==> src/rtl/uart_dbuf_tx.sv <==
module uart_dbuf_tx #(
  parameter int CHAR_W = 9
) (
  input  logic              clk,
  input  logic              rst_n,
  input  logic              baud_tick,
  input  logic              tx_en,
  input  logic              nine_bit,
  input  logic              brk_req,
  input  logic              wr_en,
  input  logic [CHAR_W-1:0] wr_data,
  output logic              hold_empty,
  output logic              tx_done,
  output logic              txd,
  output logic              txd_oe
);
  localparam int SH_W  = CHAR_W + 2;
  localparam int CNT_W = $clog2(SH_W + 1);
  localparam logic [CNT_W-1:0] LEN_LONG  = CNT_W'(SH_W);
  localparam logic [CNT_W-1:0] LEN_SHORT = CNT_W'(SH_W - 1);
  localparam logic [CNT_W-1:0] ONE       = CNT_W'(1);

  typedef enum logic [2:0] {A_NONE, A_SHIFT, A_BRK, A_STOP, A_LOAD, A_IDLE} act_t;

  logic [CHAR_W-1:0] hold;
  logic              hold_full;
  logic [SH_W-1:0]   sh, ld;
  logic [CNT_W-1:0]  cnt;
  logic              busy, in_brk;
  act_t              act;

  always_comb begin
    act = A_NONE;
    if (baud_tick) begin
      if (busy && cnt != ONE)                act = A_SHIFT;
      else if (busy && in_brk && brk_req)    act = A_BRK;
      else if (busy && in_brk)               act = A_STOP;
      else if (hold_full && (tx_en || busy)) act = A_LOAD;
      else if (brk_req && tx_en)             act = A_BRK;
      else if (busy)                         act = A_IDLE;
    end
  end

  always_comb begin
    ld = '1;
    ld[0] = 1'b0;
    for (int i = 0; i < CHAR_W; i++)
      if (nine_bit || i < CHAR_W - 1) ld[i+1] = hold[i];
  end

  always_ff @(posedge clk or negedge rst_n) begin
    if (!rst_n) begin
      sh     <= '1;
      cnt    <= '0;
      busy   <= 1'b0;
      in_brk <= 1'b0;
    end else begin
      case (act)
        A_SHIFT: begin
          sh  <= {1'b1, sh[SH_W-1:1]};
          cnt <= cnt - ONE;
        end
        A_BRK: begin
          sh     <= '0;
          cnt    <= nine_bit ? LEN_LONG : LEN_SHORT;
          busy   <= 1'b1;
          in_brk <= 1'b1;
        end
        A_STOP: begin
          sh     <= '1;
          cnt    <= ONE;
          in_brk <= 1'b0;
        end
        A_LOAD: begin
          sh     <= ld;
          cnt    <= nine_bit ? LEN_LONG : LEN_SHORT;
          busy   <= 1'b1;
          in_brk <= 1'b0;
        end
        A_IDLE: begin
          sh   <= '1;
          cnt  <= '0;
          busy <= 1'b0;
        end
        default: ;
      endcase
    end
  end

  always_ff @(posedge clk or negedge rst_n) begin
    if (!rst_n) begin
      hold      <= '0;
      hold_full <= 1'b0;
    end else if (act == A_LOAD) begin
      hold_full <= 1'b0;
    end else if (wr_en && !hold_full) begin
      hold      <= wr_data;
      hold_full <= 1'b1;
    end
  end

  assign txd        = sh[0];
  assign txd_oe     = busy | tx_en;
  assign hold_empty = ~hold_full;
  assign tx_done    = ~busy & ~hold_full;

  a_r2_idle_high: assert property (@(posedge clk) disable iff (!rst_n)
    !busy |-> txd);
  a_r3_count_live: assert property (@(posedge clk) disable iff (!rst_n)
    busy |-> cnt != '0);
  a_r6_hold_kept: assert property (@(posedge clk) disable iff (!rst_n)
    (hold_full && act != A_LOAD) |=> $stable(hold) && hold_full);
  a_r8_done_line_high: assert property (@(posedge clk) disable iff (!rst_n)
    tx_done |-> txd && hold_empty);
  a_r9_drive_while_busy: assert property (@(posedge clk) disable iff (!rst_n)
    busy |-> txd_oe);
  a_r10_no_start_disabled: assert property (@(posedge clk) disable iff (!rst_n)
    (!busy && !tx_en) |=> !busy);
  a_r11_break_low: assert property (@(posedge clk) disable iff (!rst_n)
    (busy && in_brk) |-> !txd);
endmodule

==> config.mk <==
export PLATFORM = sky130hd
export DESIGN_NAME = uart_dbuf_tx
export DESIGN_NICKNAME = d
export VERILOG_FILES = /design/src/rtl/uart_dbuf_tx.sv
export SDC_FILE = /design/constraint.sdc
export NUM_CORES = 1
export LEC_CHECK = 0
export ABC_AREA = 1
export CAP_MARGIN = 20
export CORE_UTILIZATION = 35
export CTS_CLUSTER_DIAMETER = 120
export CTS_CLUSTER_SIZE = 20
export DETAILED_ROUTE_END_ITERATION = 10
export MAX_ROUTING_LAYER = met4
export PLACE_DENSITY = 0.56
export SYNTH_ARGS = -nofsm -noshare
export SYNTH_HDL_FRONTEND = slang
export SYNTH_SLANG_ARGS = --single-unit
export TNS_END_PERCENT = 100
==> constraint.sdc <==
create_clock -name clk -period 1.8 [get_ports clk]
set_clock_uncertainty 0.05 [all_clocks]
set_input_delay 0.18 -clock clk [delete_from_list [all_inputs] [get_ports clk]]
set_output_delay 0.18 -clock clk [all_outputs]
set_load 0.1 [all_outputs]
==> results of run 1 <==
## kinds of logic (layout without fill, tap and decap cells)
family	Yosys count	in the layout	share of synthesized area, %
flip-flops	27	27	47.5
XOR/XNOR	1	1	0.604
buffers and inverters	16	42	5.95
multiplexers	9	9	6.99
adder cells (fa/ha/maj)	2	2	1.73
AND/OR/NAND/NOR	98	98	31.8
AO/OA/AOI/OAI	12	12	5.35
## cells in the final DEF (no fill, tap or decap), types with 3 or more instances in the layout
cell type and n:
inv_2 3, buf_12 5, nand2_2 8, inv_1 6, a21oi_1 3, buf_4 5, dfrtp_1 15, clkdlybuf4s50_1 15
o21ai_2 3, nand2_1 59, mux2_2 9, clkbuf_8 3, o21ai_0 3, nor2_1 7, dfstp_2 11, nand3_1 13
## report_power, final
group | switching (mW) | internal [mW] | total (mW)
clock | 0.196 | 0.155 | 0.352
combinational | 1.00 | 0.709 | 1.71
sequential | 0.207 | 0.974 | 1.18
## registers in the layout, indices dropped and copies added, names as in the netlist
signal	count
in_brk	1
hold	9
busy	1
sh	11
hold_full	1
cnt	4
## per-layer routing
layer / vias up / share of wire, %
li1: 576 / -
met1: 535 / 48
met2: 17 / 48
met3: 5 / 2.7
met4: 0 / 1.4
met5: - / 0
## how the worst max path moves through the flow
stage          depth (start not counted)  slack, ns  endpoint
4_1_cts                               11       0.04     sh[9]
3_3_place_gp                          11       0.02     sh[9]
6_report                              11       0.13     sh[9]
3_5_place_dp                          11      -0.03     sh[9]
2_1_floorplan                          3      0.006   hold[0]
5_1_grt                               11       0.01     sh[3]
## metrics by stage
step | setup TNS (ns) | worst slack, ns | hold slack [ns]
final | 0 | 0.131 | 0.227
after global routing | 0 | 0.0106 | 0.255
after CTS | 0 | 0.0364 | 0.237
after detailed placement | -0.0302 | -0.0299 | 0.409
after global placement | 0 | 0.0180 | 0.408
after floorplan | 0 | 0.00578 | -0.166
## repair_timing
action	in CTS	in global routing
gates resized for setup	1	9
pin swaps	0	1
gates cloned	0	0
setup endpoints to repair	1	13
buffers inserted	0	2
## area by class of cell
type | count | area (sq um)
well taps | 50 | 62.6
clock inverters | 1 | 5.00
repair buffers | 26 | 299
flip-flops and latches | 27 | 691
fillers | 371 | 2150
clock buffers | 3 | 41.3
inverters | 12 | 53.8
multi-input cells | 122 | 697
## worst max-delay path, cell delays in order, from the launching register on
cell     delay (ns)
dfrtp_2        0.43
ha_1           0.20
nand2_1        0.08
nand2_2        0.08
nand2_2        0.14
nor2_8         0.06
o21ai_2        0.17
buf_6          0.16
nand2_1        0.05
nand3_1        0.06
nand2_1        0.06
nand2_1        0.06
==> results.md, run 1 <==
- Reg2reg path depth: 11
- Design area: 1850 sq um
- Hold Path Class: in2async
- Post-route ant nets: 0
- Largest net degree at the start of global routing: 28
- Top Usage Layer GRT: met2
- Peak supply drop: 0.759 mV
- Reg2Reg Setup Slack: 0.13 ns
- CP startpoint kind: flip-flop
- WL/cell: 11.7 microns
- Worst Path Max Fanout: 9
- Cell taking the most area after synthesis: dfrtp_1
- Total number of vias: 1,133
- Detailed-route DRC error count: 0
- Max Cap Violations: 0
- Relative slew slack: 76.2%
- Clk_lat worst skew: 0.28 ns
- Top-count cell post-synth: nand2_1
- Main synth FF type: dfrtp_1
- R2R Path End: sh[9]
- Final Power: 3.24 mW
- Post-Syn Nets: 183
- Htree depth: 1
- Synth area leaders: dfrtp_1 (28%), dfstp_2 (20%), nand2_1 (16%)
- Synthesized cell area: 1450 sq um
- Hold_buf cts: 0
- Post-layout utilization of the core: 46.2%
- Status: completed
- Chip Width: 66.4 microns
- CTS sink cnt: 27
- Final hold violation count: 0
- EDFF count, synth: 0
- Tcrit/Tclk final: 92.7%
- Starting Density: 36.3%
- CTS tree: yes
- Post-route minimum period: 1.67 ns
- Reg clk slew, reported paths: 0.10 ns
- R2R Path Start: cnt[0]
- Post-synthesis cell count: 165
- CP startpoint: cnt[0]
- Nets: 210
- Layout cells sized above 1: 32.5%
- Fin cells: 241
- Synth Register Bits: 27
- Sequential area share after synthesis: 47.5%
- DR vias/cell: 4.70
- Critical path class: reg2reg
- Asr flop ratio synth: 100%
- 1st-iter DRT viols: 40
- Std cell rows: 23
- RePlAce Congestion: 0.844
- Leak pwr: 0.892 nW
- RSZ-0062 raised after global routing: false
- Area grow syn2layout: 27.5%
- Die Area: 4400 sq um
- First-pass GRT wire length: 5.04 mm
- ANT cells: 0
- # setup viols final: 0
- Port Buffer Count: 19
- Vias in the first global route: 1,141
- Max Root-Sink Buffers: 2
- Setup crit end kind: flip-flop
- Avg Inst Size Synth: 8.79 sq um
- DP HPWL: 2.10 mm
- Synth cell count leaders: nand2_1 (61), dfrtp_1 (16), nand3_1 (14), dfstp_2 (11)
- Met2 track demand over resource: 24.7%
- Count of cell types in the netlist: 24
- Placed cell area: 1760 sq um
- WP data arrival: 1.84 ns
- Critical path data required time: 1.97 ns
- Die H: 66.4 microns
- Met3 track demand over resource: 3.10%
- Post-synth top area share: 27.6%
- GRT Residual Overflow: 0
- Drt first pass iters: 4
- Final wirelength: 2.81 mm
- Gr usage total: 15.7%
- CTS root buf: clkbuf_8
- PD cells: 1750 nW/um^2
- Met1 GRT Util: 20.0%
- Final Max Tran Viols: 0
- Num CTS Buffers: 3
- CORE AREA: 4000 sq um
- Boundary Pins: 20
- Fmax: 599 MHz
- Ys Warns: 0
- Worst-Margin Slew: 0.358 ns
- Dpl cells: 235
- Number of antenna violations at the first check in global routing: 0
Power figures use the tool's default switching activity.
==> run 2: changes to the inputs <==
--- a/config.mk
+++ b/config.mk
@@ -5,7 +5,6 @@
 export SDC_FILE = /design/constraint.sdc
 export NUM_CORES = 1
 export LEC_CHECK = 0
-export ABC_AREA = 1
 export CAP_MARGIN = 20
 export CORE_UTILIZATION = 35
 export CTS_CLUSTER_DIAMETER = 120
==> results.md, run 2 <==
- WL/cell: 14.8 microns
- 1st-iter DRT viols: 31
- CORE AREA: 4000 sq um
- WP data arrival: 2.03 ns
- Largest family of logic cells by synthesized area: compound AO/OA/AOI/OAI gates
- Max Cap Violations: 0
- Die H: 66.4 microns
- Critical path class: reg2reg
- Chip Width: 66.4 microns
- Final hold violation count: 0
- Setup TNS: -0.537 ns
- Post-synthesis cell count: 131
- Total number of vias: 1,172
- CP startpoint kind: flip-flop
- Hold Path Class: in2async
- Std cell rows: 23
- Num CTS Buffers: 3
- Synthesized cell area: 1450 sq um
- Number of antenna violations at the first check in global routing: 0
- Setup crit end kind: flip-flop
- Final Max Tran Viols: 0
- Xor and xnor area share after synthesis: 0%
- Htree depth: 1
- RSZ-0062 raised after global routing: true
- Fillers: 359
- Clk_lat worst skew: 0.27 ns
- Post-route minimum period: 1.87 ns
- Final wirelength: 3.35 mm
- Starting Density: 36.3%
- Gr usage total: 16.4%
- Sequential area share after synthesis: 47.5%
- Vias in the first global route: 1,212
- Largest register FFs: 11
- Boundary Pins: 20
- Port Buffer Count: 19
- ANT cells: 0
- Status: finished with violations
- Worst Path Max Fanout: 6
- Post-synthesis adder-cell area fraction: 1.72%
- Asr flop ratio synth: 100%
- Post-route ant nets: 0
- Top-count cell post-synth: nor2_1
- Cell taking the most area after synthesis: dfrtp_1
- RePlAce Congestion: 0.819
- Max Root-Sink Buffers: 2
- Main synth FF type: dfrtp_1
- Failing checks: setup timing
- Drt first pass iters: 4
- Avg Inst Size Synth: 11.1 sq um
- Detailed-route DRC error count: 0
- Worst-Margin Slew: 0.503 ns
- PD cells: 1570 nW/um^2
- Peak supply drop: 0.659 mV
- Tcrit/Tclk final: 104%
- Critical path data required time: 1.96 ns
- Reg area: 689 sq um
- Worst Slack Setup Final: -0.0723 ns
- Synth Register Bits: 27
- EDFF count, synth: 0
- Slowest CP cell: or3b_4
- Post-layout utilization of the core: 52.1%
- Count of cell types in the netlist: 41
- Synth area leaders: dfrtp_1 (28%), dfstp_2 (20%), a221oi_2 (8.3%)
- Final Power: 3.28 mW
- Largest net degree at the start of global routing: 28
- CTS sink cnt: 27
- Design area: 2090 sq um
- # setup viols final: 15
- Nets: 196
- Mux cell area share after synthesis: 7.67%
- Die Area: 4410 sq um
- Leak pwr: 0.858 nW
- Fmax: 534 MHz
- Reg clk slew, reported paths: 0.10 ns
- Relative slew slack: 66.4%
- CP cell instances: inv_2, ha_4, or3b_4, buf_6, o211a_2, a221oi_2, nor2_1
- Area of the multi-input gates: 758 sq um
- Post-synthesis compound-gate area fraction: 22.9%
- Hold_buf cts: 0
- Layout cells sized above 1: 49.7%
- GRT Residual Overflow: 0
- Biggest register: sh
- Post-Syn Nets: 149
- First-pass GRT wire length: 5.35 mm
- DR vias/cell: 5.16
- Most frequent cells in the layout: nor2_1 (21), buf_4 (21), dfrtp_1 (16), clkdlybuf4s50_1 (15), dfstp_2 (11)
- Largest regs: sh: 11 flops, hold: 9 flops, cnt: 4 flops
- Largest stage delay on the critical path: 0.41 ns
- Area grow syn2layout: 43.7%
- Post-synth top area share: 27.6%
- Placed cell area: 1860 sq um
- Synth cell count leaders: nor2_1 (23), dfrtp_1 (16), dfstp_2 (11), mux2_2 (9), nand2_1 (9)
- CTS root buf: clkbuf_8
- Simple-gate share of the synthesized area: 14.0%
- Ys Warns: 0
- DP HPWL: 2.11 mm
- CTS tree: yes
-- run 2: cell types whose count changed after synthesis, moves of 4 or more --
cell / delta
nor2_1: +14
a221oi_2: +8
nand2_2: -6
inv_1: -4
nand2_1: -52
nand3_1: -13
-- run 2: metal layers --
layer / track usage [%] / vias up / share of wire, %
met3: 2.41 / 4 / 2.5
li1: - / 569 / -
met4: 6.38 / 0 / 1.0
met1: 20.2 / 580 / 47
met5: - / - / 0
met2: 27.0 / 19 / 49
-- run 2: area by class of cell --
cell class                      count  share of cell area (%)
Timing Repair Buffer               49                    24.3
Inverter                            5                   0.900
Clock inverter                      1                   0.420
Multi-Input combinational cell     92                    36.4
Clock buffer                        3                    1.98
Tap cell                           50                    3.00
Sequential cell                    27                    33.1
-- run 2: path summary, 6_finish.rpt --
kind | startpoint | to | slack [ns] | cells after the start
min in group clk | sh[0] | sh[0] | 0.45 | 2
max | cnt[1] | sh[6] | -0.07 | 7
max reg2reg | cnt[1] | sh[6] | -0.07 | 7
min | rst_n | hold[7] | 0.21 | 2
min reg2reg | sh[0] | sh[0] | 0.45 | 2
max in group asynchronous | rst_n | sh[9] | 1.17 | 2
-- run 2: per-stage QoR --
| step | setup WS (ns) | instances | hold slack [ns] |
|---|---|---|---|
| global route | -0.112 | 227 | 0.243 |
| global placement | -0.305 | 214 | 0.435 |
| CTS | -0.0874 | 225 | 0.222 |
| finish | -0.0723 | 227 | 0.213 |
| floorplan | 0.00691 | 131 | -0.166 |
| detailed placement | -0.328 | 214 | 0.444 |
-- run 2: power by group --
part           internal (mW)  total [mW]  switching (mW)  leakage (nW)
clock                  0.162       0.364           0.202        0.0261
sequential             0.958        1.17           0.207         0.303
combinational          0.879        1.75           0.867         0.529
-- run 2: timing repair --
item | in CTS | in global routing
pin swaps | 5 | 10
cloned | 0 | 2
gates resized for setup | 5 | 15
endpoints found under the setup margin | 17 | 18
buffers inserted | 7 | 1
-- run 2: critical path, delay by kind of cell, from the launching register on --
family,cells,cell delay (ns)
AOI/OAI and AO/OA,2,0.52
and+or+nand+nor,2,0.49
DFF,1,0.40
buffers and inverters,2,0.24
adders and majority gates,1,0.11
-- run 2: cells by family after synthesis --
kind of cell / count (synthesis)
mux: 10
simple gates: 43
fa+ha+maj: 2
compound gates: 35
buf+inv: 14
flops: 27
==> run 3: changes to the inputs <==
--- a/config.mk
+++ b/config.mk
@@ -10,6 +10,7 @@
 export CTS_CLUSTER_DIAMETER = 120
 export CTS_CLUSTER_SIZE = 20
 export DETAILED_ROUTE_END_ITERATION = 10
+export GPL_TIMING_DRIVEN = 0
 export MAX_ROUTING_LAYER = met4
 export PLACE_DENSITY = 0.56
 export SYNTH_ARGS = -nofsm -noshare
==> results.md, run 3 (synthesized netlist as in run 2, its figures left out) <==
- Layout cells sized above 1: 45.4%
- Die Area: 4410 sq um
- RSZ-0062 raised after global routing: true
- Status: finished with violations
- WP data arrival: 2.04 ns
- Critical path data required time: 1.95 ns
- Relative slew slack: 56.6%
- Boundary Pins: 20
- PD cells: 1570 nW/um^2
- Htree depth: 1
- Tcrit/Tclk final: 105%
- RePlAce Congestion: 0.735
- Max Cap Violations: 0
- ANT cells: 0
- Largest net degree at the start of global routing: 18
- Reg2Reg Setup Slack: -0.09 ns
- Clk_lat worst skew: 0.27 ns
- Metal3 WL: 68 microns
- Vias in the first global route: 1,158
- Critical path class: reg2reg
- CP startpoint kind: flip-flop
- CTS tree: yes
- Worst-Margin Slew: 0.649 ns
- Leak pwr: 0.785 nW
- Final wirelength: 3.14 mm
- Std cell rows: 23
- First-pass GRT wire length: 5.26 mm
- Num CTS Buffers: 3
- GRT Residual Overflow: 0
- Total number of vias: 1,078
- Number of antenna violations at the first check in global routing: 0
- Chip Width: 66.4 microns
- Final hold violation count: 0
- Area grow syn2layout: 36.0%
- Starting Density: 36.3%
- Setup TNS: -0.371 ns
- Final Power: 3.10 mW
- DR vias/cell: 5.06
- WHS: 0.188 ns
- Commonest non-fill, non-tap cell in the layout: nor2_1
- DP HPWL: 2.16 mm
- Port Buffer Count: 18
- Routed length on met2: 1.52 mm
- # setup viols final: 13
- Top routing layer used: met4
- Setup crit end kind: flip-flop
- CORE AREA: 4000 sq um
- Post-Route M1 WL: 1.51 mm
- Post-route minimum period: 1.89 ns
- Largest regs: sh: 11 flops, hold: 9 flops, cnt: 4 flops
- Reg clk slew, reported paths: 0.09 ns
- Dpl cells: 200
- Biggest register: sh
- Hold Path Class: in2reg
- Detailed-route DRC error count: 0
- Most frequent cells in the layout: nor2_1 (21), dfrtp_1 (16), clkdlybuf4s50_1 (14), dfstp_2 (11), mux2_2 (9)
- WL/cell: 14.7 microns
- Final Max Tran Viols: 0
- Max Root-Sink Buffers: 2
- CTS sink cnt: 27
- Placed cell area: 1710 sq um
- Peak supply drop: 0.658 mV
- Worst Path Max Fanout: 6
- 1st-iter DRT viols: 32
- Largest register FFs: 11
- Post-route ant nets: 0
- Design area: 1970 sq um
- Drt first pass iters: 4
- Worst Slack Setup Final: -0.0897 ns
- Fmax: 529 MHz
- Die H: 66.4 microns
- CTS root buf: clkbuf_8
- Gr usage total: 16.5%
- Fin cells: 213
- Failing checks: setup timing
- Nets: 182
[run 3: cell types whose count changed in the layout (fill, tap and decap cells not counted), sizes merged]
cell,previous run,this run
clkdlybuf4s15,0,2
o21ai,7,6
clkbuf,3,7
clkdlybuf4s50,15,14
o211a,3,2
buf,34,17
[run 3: timing repair]
action | CTS | global route
cloned | 1 | 2
resized for setup | 22 | 17
hold endpoints to repair | 0 | 0
hold buffers | 0 | 0
endpoints found under the setup margin | 21 | 19
pin swaps | 3 | 13
buffers inserted | 4 | 3
[run 3: metrics by stage]
| step | utilization (%) | worst slack, ns |
|---|---|---|
| after floorplan | - | 0.00691 |
| after global placement | 42.4 | -0.493 |
| after detailed placement | 42.8 | -0.481 |
| after CTS | 45.8 | -0.0975 |
| after global routing | 49.4 | -0.157 |
| final | 49.4 | -0.0897 |
[run 3: critical path, stage by stage, from the launching register on]
cell     delay (ns)
dfrtp_1        0.40
inv_2          0.08
ha_4           0.11
or3b_4         0.44
nor2_8         0.13
o211a_4        0.22
buf_8          0.14
a22oi_2        0.09
o22ai_2        0.15
[run 3: final timing paths]
kind / cells after the start / start / endpoint
setup / recovery: 8 / cnt[1] / cnt[0]
hold / removal: 3 / baud_tick / busy
setup reg to reg: 8 / cnt[1] / cnt[0]
hold reg to reg: 2 / sh[0] / sh[0]
max in group asynchronous: 2 / rst_n / sh[0]
min in group asynchronous: 1 / rst_n / hold[7]
[run 3: layout make-up]
cell class,count,area [sq um]
flip-flops and latches,27,689
multi-input cells,90,756
clock inverters,1,8.76
well taps,50,62.6
fillers,365,2030
repair buffers,29,324
clock buffers,3,41.3
plain buffers,8,73.8
inverters,5,18.8
[run 3: per-layer routing]
metal	vias up	track usage (%)
li1	535	-
met1	525	19.5
met2	14	28.2
met3	4	2.07
met4	0	7.18
met5	-	-
[run 3: power by group]
part | leakage (nW) | total (mW) | switching [mW] | internal, mW
Clock | 0.0261 | 0.358 | 0.195 | 0.162
Combinational | 0.456 | 1.57 | 0.822 | 0.753
Sequential | 0.303 | 1.17 | 0.213 | 0.957
Total | 0.785 | 3.10 | 1.23 | 1.87
